File: config.mk
export PLATFORM = sky130hd
export DESIGN_NAME = ptmr_unit
export DESIGN_NICKNAME = d
export VERILOG_FILES = /design/src/rtl/ptmr_pkg.sv /design/src/rtl/ptmr_prescaler.sv /design/src/rtl/ptmr_decode.sv /design/src/rtl/ptmr_channel.sv /design/src/rtl/ptmr_unit.sv
export SDC_FILE = /design/constraint.sdc
export NUM_CORES = 1
export LEC_CHECK = 0
export CAP_MARGIN = 20
export CORE_MARGIN = 3
export CORE_UTILIZATION = 70
export CTS_CLUSTER_DIAMETER = 60
export DETAILED_ROUTE_END_ITERATION = 8
export DONT_BUFFER_PORTS = 1
export GPL_TIMING_DRIVEN = 0
export PLACE_DENSITY = 0.88
export SLEW_MARGIN = 10
export SYNTH_ARGS = -nofsm -noshare
export SYNTH_HDL_FRONTEND = slang
export SYNTH_HIERARCHICAL = 1
export SYNTH_SLANG_ARGS = --single-unit
File: constraint.sdc
create_clock -name clk -period 4.1 [get_ports clk]
set_clock_uncertainty 0.15 [all_clocks]
set_input_delay 0.41 -clock clk [delete_from_list [all_inputs] [get_ports clk]]
set_output_delay 0.41 -clock clk [all_outputs]
set_load 0.01 [all_outputs]
File: src/rtl/ptmr_pkg.sv
`timescale 1ns/1ps
package ptmr_pkg;

  // Slot within a 16-byte register window (word address bits [1:0])
  typedef enum logic [1:0] {
    SLOT_CNT = 2'd0,
    SLOT_RLD = 2'd1,
    SLOT_CTL = 2'd2,
    SLOT_GAP = 2'd3
  } slot_e;

  // Control bit positions
  localparam int CB_EN  = 0;
  localparam int CB_RS  = 1;
  localparam int CB_LD  = 2;
  localparam int CB_IE  = 3;
  localparam int CB_IP  = 4;
  localparam int CTL_W  = 5;

  function automatic logic [31:0] cap_word(input int nch, input int irq_base);
    logic [31:0] w;
    w       = '0;
    w[2:0]  = 3'(nch);
    w[7:3]  = 5'(irq_base);
    w[8]    = 1'b1;
    w[9]    = 1'b1;
    return w;
  endfunction

endpackage

File: src/rtl/ptmr_prescaler.sv
`timescale 1ns/1ps
module ptmr_prescaler #(
  parameter int PW = 16
) (
  input  logic          clk,
  input  logic          rst_n,
  input  logic          wr_val,
  input  logic          wr_rld,
  input  logic [PW-1:0] wdata,
  output logic [PW-1:0] val_o,
  output logic [PW-1:0] rld_o,
  output logic          tick_o
);

  logic [PW-1:0] val_q;
  logic [PW-1:0] rld_q;

  assign tick_o = (val_q == '0);
  assign val_o  = val_q;
  assign rld_o  = rld_q;

  always_ff @(posedge clk) begin
    if (!rst_n) begin
      val_q <= '0;
      rld_q <= '0;
    end else begin
      if (wr_val)
        val_q <= wdata;
      else if (tick_o)
        val_q <= rld_q;
      else
        val_q <= val_q - 1'b1;

      if (wr_rld)
        rld_q <= wdata;
    end
  end

endmodule

File: src/rtl/ptmr_decode.sv
`timescale 1ns/1ps
module ptmr_decode
  import ptmr_pkg::*;
#(
  parameter int NCH = 2,
  parameter int WA  = 6
) (
  input  logic [WA-1:0]  word,
  input  logic           wr,
  output logic           unit_hit,
  output slot_e          slot,
  output logic [NCH-1:0] ch_hit,
  output logic           u_wr_val,
  output logic           u_wr_rld,
  output logic [NCH-1:0] wr_cnt,
  output logic [NCH-1:0] wr_rld,
  output logic [NCH-1:0] wr_ctl
);

  localparam int WW = WA - 2;

  logic [WW-1:0] win;

  assign win      = word[WA-1:2];
  assign slot     = slot_e'(word[1:0]);
  assign unit_hit = (win == '0);
  assign u_wr_val = wr && unit_hit && (slot == SLOT_CNT);
  assign u_wr_rld = wr && unit_hit && (slot == SLOT_RLD);

  for (genvar i = 0; i < NCH; i++) begin : g_sel
    assign ch_hit[i] = (win == WW'(i + 1));
    assign wr_cnt[i] = wr && ch_hit[i] && (slot == SLOT_CNT);
    assign wr_rld[i] = wr && ch_hit[i] && (slot == SLOT_RLD);
    assign wr_ctl[i] = wr && ch_hit[i] && (slot == SLOT_CTL);
  end

endmodule

File: src/rtl/ptmr_channel.sv
`timescale 1ns/1ps
module ptmr_channel
  import ptmr_pkg::*;
#(
  parameter int CW = 32
) (
  input  logic             clk,
  input  logic             rst_n,
  input  logic             tick,
  input  logic             wr_cnt,
  input  logic             wr_rld,
  input  logic             wr_ctl,
  input  logic [CW-1:0]    wdata,
  output logic [CW-1:0]    cnt_o,
  output logic [CW-1:0]    rld_o,
  output logic [CTL_W-1:0] ctl_o,
  output logic             irq_o,
  output logic             exp_o,
  output logic             en_o,
  output logic             rs_o,
  output logic             ie_o,
  output logic             pend_o
);

  logic [CW-1:0] cnt_q;
  logic [CW-1:0] rld_q;
  logic          en_q;
  logic          rs_q;
  logic          ie_q;
  logic          pend_q;
  logic          irq_q;
  logic          any_wr;
  logic          live_tick;

  assign any_wr    = wr_cnt || wr_rld || wr_ctl;
  assign live_tick = tick && en_q && !any_wr;
  assign exp_o     = live_tick && (cnt_q == '0);

  always_ff @(posedge clk) begin
    if (!rst_n) begin
      cnt_q  <= '0;
      rld_q  <= '0;
      en_q   <= 1'b0;
      rs_q   <= 1'b0;
      ie_q   <= 1'b0;
      pend_q <= 1'b0;
      irq_q  <= 1'b0;
    end else begin
      irq_q <= exp_o && ie_q;

      if (wr_cnt)
        cnt_q <= wdata;

      if (wr_rld)
        rld_q <= wdata;

      if (wr_ctl) begin
        en_q <= wdata[CB_EN];
        rs_q <= wdata[CB_RS];
        ie_q <= wdata[CB_IE];
        if (wdata[CB_IP])
          pend_q <= 1'b0;
        if (wdata[CB_LD])
          cnt_q <= rld_q;
      end else if (live_tick) begin
        if (cnt_q == '0) begin
          if (ie_q)
            pend_q <= 1'b1;
          if (rs_q)
            cnt_q <= rld_q;
          else
            en_q <= 1'b0;
        end else begin
          cnt_q <= cnt_q - 1'b1;
        end
      end
    end
  end

  assign cnt_o  = cnt_q;
  assign rld_o  = rld_q;
  assign irq_o  = irq_q;
  assign en_o   = en_q;
  assign rs_o   = rs_q;
  assign ie_o   = ie_q;
  assign pend_o = pend_q;

  always_comb begin
    ctl_o         = '0;
    ctl_o[CB_EN]  = en_q;
    ctl_o[CB_RS]  = rs_q;
    ctl_o[CB_IE]  = ie_q;
    ctl_o[CB_IP]  = pend_q;
  end

endmodule

File: src/rtl/ptmr_unit.sv
`timescale 1ns/1ps
module ptmr_unit
  import ptmr_pkg::*;
#(
  parameter int NCH      = 2,
  parameter int IRQ_BASE = 8,
  parameter int ADDR_W   = 8,
  parameter int DATA_W   = 32,
  parameter int PW       = 16
) (
  input  logic              clk,
  input  logic              rst_n,
  input  logic [ADDR_W-3:0] reg_word,
  input  logic              reg_wr,
  input  logic [DATA_W-1:0] reg_wdata,
  output logic [DATA_W-1:0] reg_rdata,
  output logic [NCH-1:0]    irq_o
);

  localparam int WA = ADDR_W - 2;
  localparam logic [DATA_W-1:0] CAP = DATA_W'(cap_word(NCH, IRQ_BASE));

  logic              unit_hit;
  slot_e             slot;
  logic [NCH-1:0]    ch_hit;
  logic              u_wr_val;
  logic              u_wr_rld;
  logic [NCH-1:0]    wr_cnt;
  logic [NCH-1:0]    wr_rld;
  logic [NCH-1:0]    wr_ctl;
  logic              tick;
  logic [PW-1:0]     presc_val;
  logic [PW-1:0]     presc_rld;
  logic [DATA_W-1:0] ch_cnt [NCH];
  logic [DATA_W-1:0] ch_rld [NCH];
  logic [CTL_W-1:0]  ch_ctl [NCH];
  logic [NCH-1:0]    ch_exp;
  logic [NCH-1:0]    ch_en;
  logic [NCH-1:0]    ch_rs;
  logic [NCH-1:0]    ch_ie;
  logic [NCH-1:0]    ch_pend;

  ptmr_decode #(.NCH(NCH), .WA(WA)) u_dec (
    .word     (reg_word),
    .wr       (reg_wr),
    .unit_hit (unit_hit),
    .slot     (slot),
    .ch_hit   (ch_hit),
    .u_wr_val (u_wr_val),
    .u_wr_rld (u_wr_rld),
    .wr_cnt   (wr_cnt),
    .wr_rld   (wr_rld),
    .wr_ctl   (wr_ctl)
  );

  ptmr_prescaler #(.PW(PW)) u_presc (
    .clk    (clk),
    .rst_n  (rst_n),
    .wr_val (u_wr_val),
    .wr_rld (u_wr_rld),
    .wdata  (reg_wdata[PW-1:0]),
    .val_o  (presc_val),
    .rld_o  (presc_rld),
    .tick_o (tick)
  );

  for (genvar i = 0; i < NCH; i++) begin : g_ch
    ptmr_channel #(.CW(DATA_W)) u_ch (
      .clk    (clk),
      .rst_n  (rst_n),
      .tick   (tick),
      .wr_cnt (wr_cnt[i]),
      .wr_rld (wr_rld[i]),
      .wr_ctl (wr_ctl[i]),
      .wdata  (reg_wdata),
      .cnt_o  (ch_cnt[i]),
      .rld_o  (ch_rld[i]),
      .ctl_o  (ch_ctl[i]),
      .irq_o  (irq_o[i]),
      .exp_o  (ch_exp[i]),
      .en_o   (ch_en[i]),
      .rs_o   (ch_rs[i]),
      .ie_o   (ch_ie[i]),
      .pend_o (ch_pend[i])
    );
  end

  // Read mux: unit window, then channel windows; everything else reads 0
  always_comb begin
    reg_rdata = '0;
    if (unit_hit) begin
      case (slot)
        SLOT_CNT: reg_rdata = DATA_W'(presc_val);
        SLOT_RLD: reg_rdata = DATA_W'(presc_rld);
        SLOT_CTL: reg_rdata = CAP;
        default:  reg_rdata = '0;
      endcase
    end
    for (int i = 0; i < NCH; i++) begin
      if (ch_hit[i]) begin
        case (slot)
          SLOT_CNT: reg_rdata = ch_cnt[i];
          SLOT_RLD: reg_rdata = ch_rld[i];
          SLOT_CTL: reg_rdata = DATA_W'(ch_ctl[i]);
          default:  reg_rdata = '0;
        endcase
      end
    end
  end

endmodule

Word-level counts from Yosys, hierarchy flattened
Index checks and enable logic that the tools add are counted.
W data, S select, Z words.
Cells by class
  $mul: 0
  multiplexer cells: 37
  bitwise operators: 0
  reduce and logical (&&, ||, !) cells: 40
  magnitude comparators: 0
  eq/ne operators: 8
  add/subtract/negate cells: 3
  shift operators: 0
  divide/modulo/power cells: 0
Operator list (count)
  $mux W32: 14
  $pmux W32 S3: 2
  $logic_not A32 Y1: 2
  $sub A32 B1 Y32 const B: 2
  $mux W16: 3
  $pmux W16 S3: 1
  $logic_and A1 B1 Y1: 19
  $mux W1: 17
  $logic_not A16 Y1: 1
  $sub A16 B1 Y16 const B: 1
  $reduce_bool A2 Y1: 6
  $reduce_and A4 Y1: 2
  $reduce_and A3 Y1: 2
  $eq A4 B1 Y1 const B: 1
  $eq A4 B2 Y1 const B: 1
  $logic_not A4 Y1: 1
  $logic_or A1 B1 Y1: 4
  $ne A2 B1 Y1 const B: 2
  $ne A2 B2 Y1 const B: 2
  $eq A2 B1 Y1 const B: 1
  $eq A2 B2 Y1 const B: 1
  $logic_not A1 Y1: 2
  $logic_not A2 Y1: 1
Word-level totals
  memory bits (read-only): 0
  bits in latches: 0
  memories: 0
  register bits after elaboration: 170
  output and inout port bits: 34
  memory bits (writable): 0
  input port bits: 41

Longest topological paths before layout
  word-level depth: 9
  depth in mapped cells: 12
  depth with buffers taken out: 10

By module
Netlist, hierarchy kept.
Modules (own cells, without submodules)
  ptmr_channel (g_ch[1].u_ch): cells each 575, area each 4844.6 um^2, times used 1
  ptmr_channel (g_ch[0].u_ch): cells each 549, area each 4643.2 um^2, times used 1
  ptmr_prescaler: cells each 196, area each 1716.6 um^2, times used 1
  ptmr_unit: cells each 186, area each 1451.4 um^2, times used 1
  ptmr_decode: cells each 20, area each 182.7 um^2, times used 1

Worst setup path before layout
No wires, ideal clock.
  path type: input to register
  start point: input reg_word[5]
  end point: register g_ch[1].u_ch.cnt_q[10]
  stages: 10
  slack: 1.169 ns
  data arrival time: 2.643 ns
  buffers on the path: 3
  setup time: 0.137 ns
  cells stage by stage: or3b_1 -> buf_6 -> nor4_4 -> clkbuf_1 -> clkbuf_1 -> mux2_2 -> mux2i_1 -> nor2_1 -> a211oi_1 -> a211oi_1
On the way
  longest elaborated chain between the ends: 9
Ends and longest elaborated chain
  start: declaration: line ptmr_unit.sv:13  | input logic [ADDR_W-3:0] reg_word,
  $eq A4 B2 Y1 (*): line ptmr_decode.sv:31  | assign ch_hit[i] = (win == WW'(i + 1));
  $logic_and A1 B1 Y1 (*) (2 in series): line ptmr_decode.sv:32  | assign wr_cnt[i] = wr && ch_hit[i] && (slot == SLOT_CNT);
  via wr_cnt[1]: line ptmr_unit.sv:28  | logic [NCH-1:0] wr_cnt;
  parallel branches: the longest is 5 deep, another holds $mux W32
  $mux W32 (*): line ptmr_channel.sv:57  | if (wr_ctl) begin
  end signal: assignment: line ptmr_channel.sv:64  | cnt_q <= rld_q;
  end signal: assignment: line ptmr_channel.sv:70  | cnt_q <= rld_q;
  end signal: assignment: line ptmr_channel.sv:74  | cnt_q <= cnt_q - 1'b1;
  end: declaration: line ptmr_channel.sv:25  | logic [CW-1:0] cnt_q;
Mark *: on every way through the listed nets, which the timed path passes.
A chain may end at the register's enable or synchronous reset.

Worst setup path after layout
  start point: register u_presc.val_q[0] (netlist: u_presc/val_o[0])
  end point: register g_ch[1].u_ch.cnt_q[23]
On the way
  longest elaborated chain between the ends: 5
Ends and longest elaborated chain
  start: declaration: line ptmr_prescaler.sv:15  | logic [PW-1:0] val_q;
  start signal: assignment: line ptmr_prescaler.sv:28  | val_q <= wdata;
  start signal: assignment: line ptmr_prescaler.sv:30  | val_q <= rld_q;
  start signal: assignment: line ptmr_prescaler.sv:32  | val_q <= val_q - 1'b1;
  $logic_not A16 Y1: line ptmr_prescaler.sv:18  | assign tick_o = (val_q == '0);
  via tick: line ptmr_unit.sv:31  | logic tick;
  $logic_and A1 B1 Y1 (2 in series): line ptmr_channel.sv:36  | assign live_tick = tick && en_q && !any_wr;
  $mux W32: line ptmr_channel.sv:65  | end else if (live_tick) begin
  $mux W32: line ptmr_channel.sv:57
The timed path passes the listed nets, and every way through them passes these cells.

==> run summary <==
The run finished with clean final reports. For this run, the top clock speed supported by timing is 250 MHz. The share of the synthesized area in the top cell type came out at 26.5%. The site row count is 48. The power after layout is 5.09 mW. The vertical die dimension is 141 um. After layout, the worst path uses 97.7% of the clock period. The largest net degree at the start of global routing is 17. The post-synthesis async set-or-reset flop share is 0%. In the global route stage, overall resource usage came out at 48.0%.

The beginning of the worst hold path is reg_wdata[28]. In this run the worst path has a maximum fanout of 10. The synthesized netlist cell count came out at 1526. After synthesis, the most frequently instantiated cells are sky130_fd_sc_hd__mux2i_1, sky130_fd_sc_hd__dfxtp_1, sky130_fd_sc_hd__nand2_1. In the post-synthesis netlist, the biggest area contributors are sky130_fd_sc_hd__dfxtp_1, sky130_fd_sc_hd__mux2i_1, sky130_fd_sc_hd__mux2_2.

For this block, the initial DRC count from the detailed router was 2591. The average cell area after synthesis is 8.41 um2. The worst setup path is launched from a register. The global placer's final weighted congestion came out at 1.03. The count of unique library cells instantiated by Yosys is 93. The tree built by TritonCTS fans out to 170 sinks.

The worst slew slack as a fraction of its limit came out at 36.5%. The count of boundary I/O pins came out at 75. During placement, the flow inserted port buffers numbering 0. The die covers 20000 um2. The sequential share of the synthesized area is 26.5%. The total of max-cap violations is 0. The post-route netlist has 10.1% of its cells at a drive strength greater than 1.

The area growth from synthesis to layout is 8.61%. Dividing the detail-routed wire length by the instance count gives 27.5 um. The dominant register cell in the synthesized netlist is sky130_fd_sc_hd__dfxtp_1. The worst setup path is of the reg -> reg kind. The initial antenna violation count came out at 6.

The pre-antenna-repair detailed-routing pass consisted of 6 iterations. The post-synthesis instance area came out at 12800 um2. The total global routing overflow is 0.

The setup slack after placement came out at 0.394 ns. The total negative setup slack is 0 ns. The first global-routing pass estimated 74200 um of wire. The synthesized netlist net count is 1573. The power per cell area is 365 nW/um2. Synthesis inferred 170 register bits. The final critical-path required period is 4.01 ns. Summed over all cells, the static leakage comes to 5.16 nW. The wire length reported by the detailed router came out at 49800 um.

The startpoint identified for the worst register-to-register timing path is u_presc/val_o[0]. Once detailed placement completed, the half-perimeter wirelength came to 34800 um. For the pin with the worst max-slew slack, the measured transition is 0.953 ns. The element type at the critical path end is a register. The placeable core region came out at 17600 um2.

The worst-case IR drop observed on VDD is 0.000606 V. The clock latency of the later-clocked register in the worst-skew pair came out at 0.44 ns. The required time at the endpoint of the critical path is 4.28 ns. The worst hold path endpoint is g_ch[0].u_ch/rld_o[28]. The worst reg2reg path depth is 10. The leading cell type by number of instances after synthesis is sky130_fd_sc_hd__mux2i_1. The TritonCTS clock tree is done. The clock-pin slew of the registers on the worst-case setup and hold paths came out at 0.07 ns.

The final-report hold violation count was 0. The final-report setup violation count is 0. Setup repair after global routing left no endpoint under its margin.

For the worst setup path, the data arrival time is 4.19 ns. Along the worst hold path, the cell count comes to 2. The via count of the first global-routing pass was 12500. The max-slew violation total from the final report is 0.

Once detail routing completed, the nets flagged for antenna violations numbered 0. The initial core utilization is 73.0%. The final routed DRC violation total came out at 0.

The number of setup buffers added after CTS is 0. The type of the worst min-delay path is in -> reg. The via count came out at 13500. The register-to-register setup slack came out at 0.09 ns.

The die outline width is 141 um. Across all setup checks in the final design, the least slack found is 0.0933 ns. The worst reg2reg path endpoint is g_ch[1].u_ch/cnt_o[23]. In this run the clock root is driven by a sky130_fd_sc_hd__clkbuf_16. For this run, the post-layout net count is 1614. The ratio of routed vias to standard cells came out at 7.46.

Cells fill 79.2% of the core in the end. In this run, synthesis inferred 0 flip-flops with an integrated enable. The longest clock path from root to sink contains 2 buffers.

The number of levels the H-tree was split into came out at 4. The biggest area contributor in the post-synthesis netlist is sky130_fd_sc_hd__dfxtp_1. The yosys synthesis warning count came out at 6. The number of buffers added by the clock tree synthesis step came out at 17.
-- worst max path at each step --
stage,start,endpoint,slack (ns)
after global routing,u_presc/val_o[0],g_ch[1].u_ch/cnt_o[23],0.01
after floorplan,reg_word[5],g_ch[1].u_ch/cnt_o[10],1.17
final,u_presc/val_o[0],g_ch[1].u_ch/cnt_o[23],0.09
after CTS,u_presc/val_o[0],g_ch[1].u_ch/cnt_o[23],0.43
after global placement,reg_word[5],g_ch[0].u_ch/cnt_o[22],0.41
after detailed placement,reg_word[5],g_ch[0].u_ch/cnt_o[22],0.39
-- cell families (layout without fill, tap and decap cells) --
family,Yosys count,after routing,share of synthesized area (%)
AO/OA/AOI/OAI,356,356,19.0
adder cells (fa/ha/maj),6,6,0.585
other,2,6,0.0585
AND/OR/NAND/NOR,501,501,22.1
buffers and inverters,156,209,5.64
multiplexers,291,291,23.1
XOR/XNOR,44,44,3.00
flip-flops,170,170,26.5
-- sequential cells by signal (all words and copies together) (netlist names) --
register and count:
g_ch.u_ch/cnt_o 64, g_ch.u_ch/en_o 2, g_ch.u_ch/ie_o 2, g_ch.u_ch/irq_o 2, g_ch.u_ch/pend_o 2, g_ch.u_ch/rld_o 64, g_ch.u_ch/rs_o 2, u_presc/rld_o 16
u_presc/val_o 16
-- where the power goes --
part | switching, mW | leakage, nW | internal, mW
registers | 0.134 | 1.37 | 1.73
clock network | 0.707 | 0.280 | 0.975
logic | 0.961 | 3.51 | 0.582
total | 1.80 | 5.16 | 3.29
-- worst max-delay path: stages, from the launching register on --
cell                       delay (ns)
sky130_fd_sc_hd__dfxtp_1         0.38
sky130_fd_sc_hd__inv_1           0.13
sky130_fd_sc_hd__ha_1            0.20
sky130_fd_sc_hd__nor4b_1         0.44
sky130_fd_sc_hd__nand2_1         0.32
sky130_fd_sc_hd__nor2_1          0.56
sky130_fd_sc_hd__and2_1          0.21
sky130_fd_sc_hd__clkbuf_1        0.34
sky130_fd_sc_hd__clkbuf_1        0.55
sky130_fd_sc_hd__o311ai_0        0.32
sky130_fd_sc_hd__a221oi_1        0.30
-- metal layers --
layer / track usage [%] / wire (um)
met1: 62.6 / 18300
met2: 71.7 / 21000
met3: 13.2 / 7080
met4: 26.8 / 3430
met5: 0 / 42
-- what timing repair did --
action	in CTS	in global routing
hold endpoints to repair	48	0
gates resized for setup	0	0
endpoints found under the setup margin	0	0
hold buffers	22	0
-- cell type report --
type / instances / area, um2
Antenna cell: 4 / 10.0
Inverter: 29 / 109
Tap cell: 225 / 282
Multi-Input combinational cell: 1200 / 8710
Clock inverter: 10 / 144
Timing Repair Buffer: 22 / 220
Buffer: 127 / 616
Clock buffer: 21 / 450
Fill cell: 1239 / 3650
Sequential cell: 170 / 3400
-- stage by stage --
stage,cells,hold WS (ns),area (um2)
after global placement,1751,0.299,13100
after CTS,1804,0.000966,13900
final,1808,0.00492,13900
after global routing,1805,0.00819,13900
after floorplan,1526,0.281,12800
after detailed placement,1751,0.305,13100
-- placed cells by master, fill, tap and decap left out, types with 16 or more instances in the layout --
master / Yosys / final
sky130_fd_sc_hd__a211oi_1: 26 / 26
sky130_fd_sc_hd__a21oi_1: 67 / 67
sky130_fd_sc_hd__buf_1: 16 / 16
sky130_fd_sc_hd__clkbuf_1: 73 / 76
sky130_fd_sc_hd__clkbuf_16: 0 / 17
sky130_fd_sc_hd__dfxtp_1: 170 / 170
sky130_fd_sc_hd__dlygate4sd3_1: 0 / 22
sky130_fd_sc_hd__inv_1: 25 / 25
sky130_fd_sc_hd__mux2_2: 47 / 47
sky130_fd_sc_hd__mux2i_1: 244 / 244
sky130_fd_sc_hd__nand2_1: 122 / 122
sky130_fd_sc_hd__nand2b_1: 16 / 16
sky130_fd_sc_hd__nand3_1: 25 / 25
sky130_fd_sc_hd__nor2_1: 88 / 88
sky130_fd_sc_hd__nor2b_1: 75 / 75
sky130_fd_sc_hd__nor3_1: 44 / 44
sky130_fd_sc_hd__nor4_1: 18 / 18
sky130_fd_sc_hd__o21ai_0: 77 / 77
sky130_fd_sc_hd__o22ai_1: 21 / 21
sky130_fd_sc_hd__o31ai_1: 23 / 23
sky130_fd_sc_hd__xnor2_1: 16 / 16
sky130_fd_sc_hd__xor2_1: 28 / 28
Note: power is estimated with default switching activity, not from simulation.
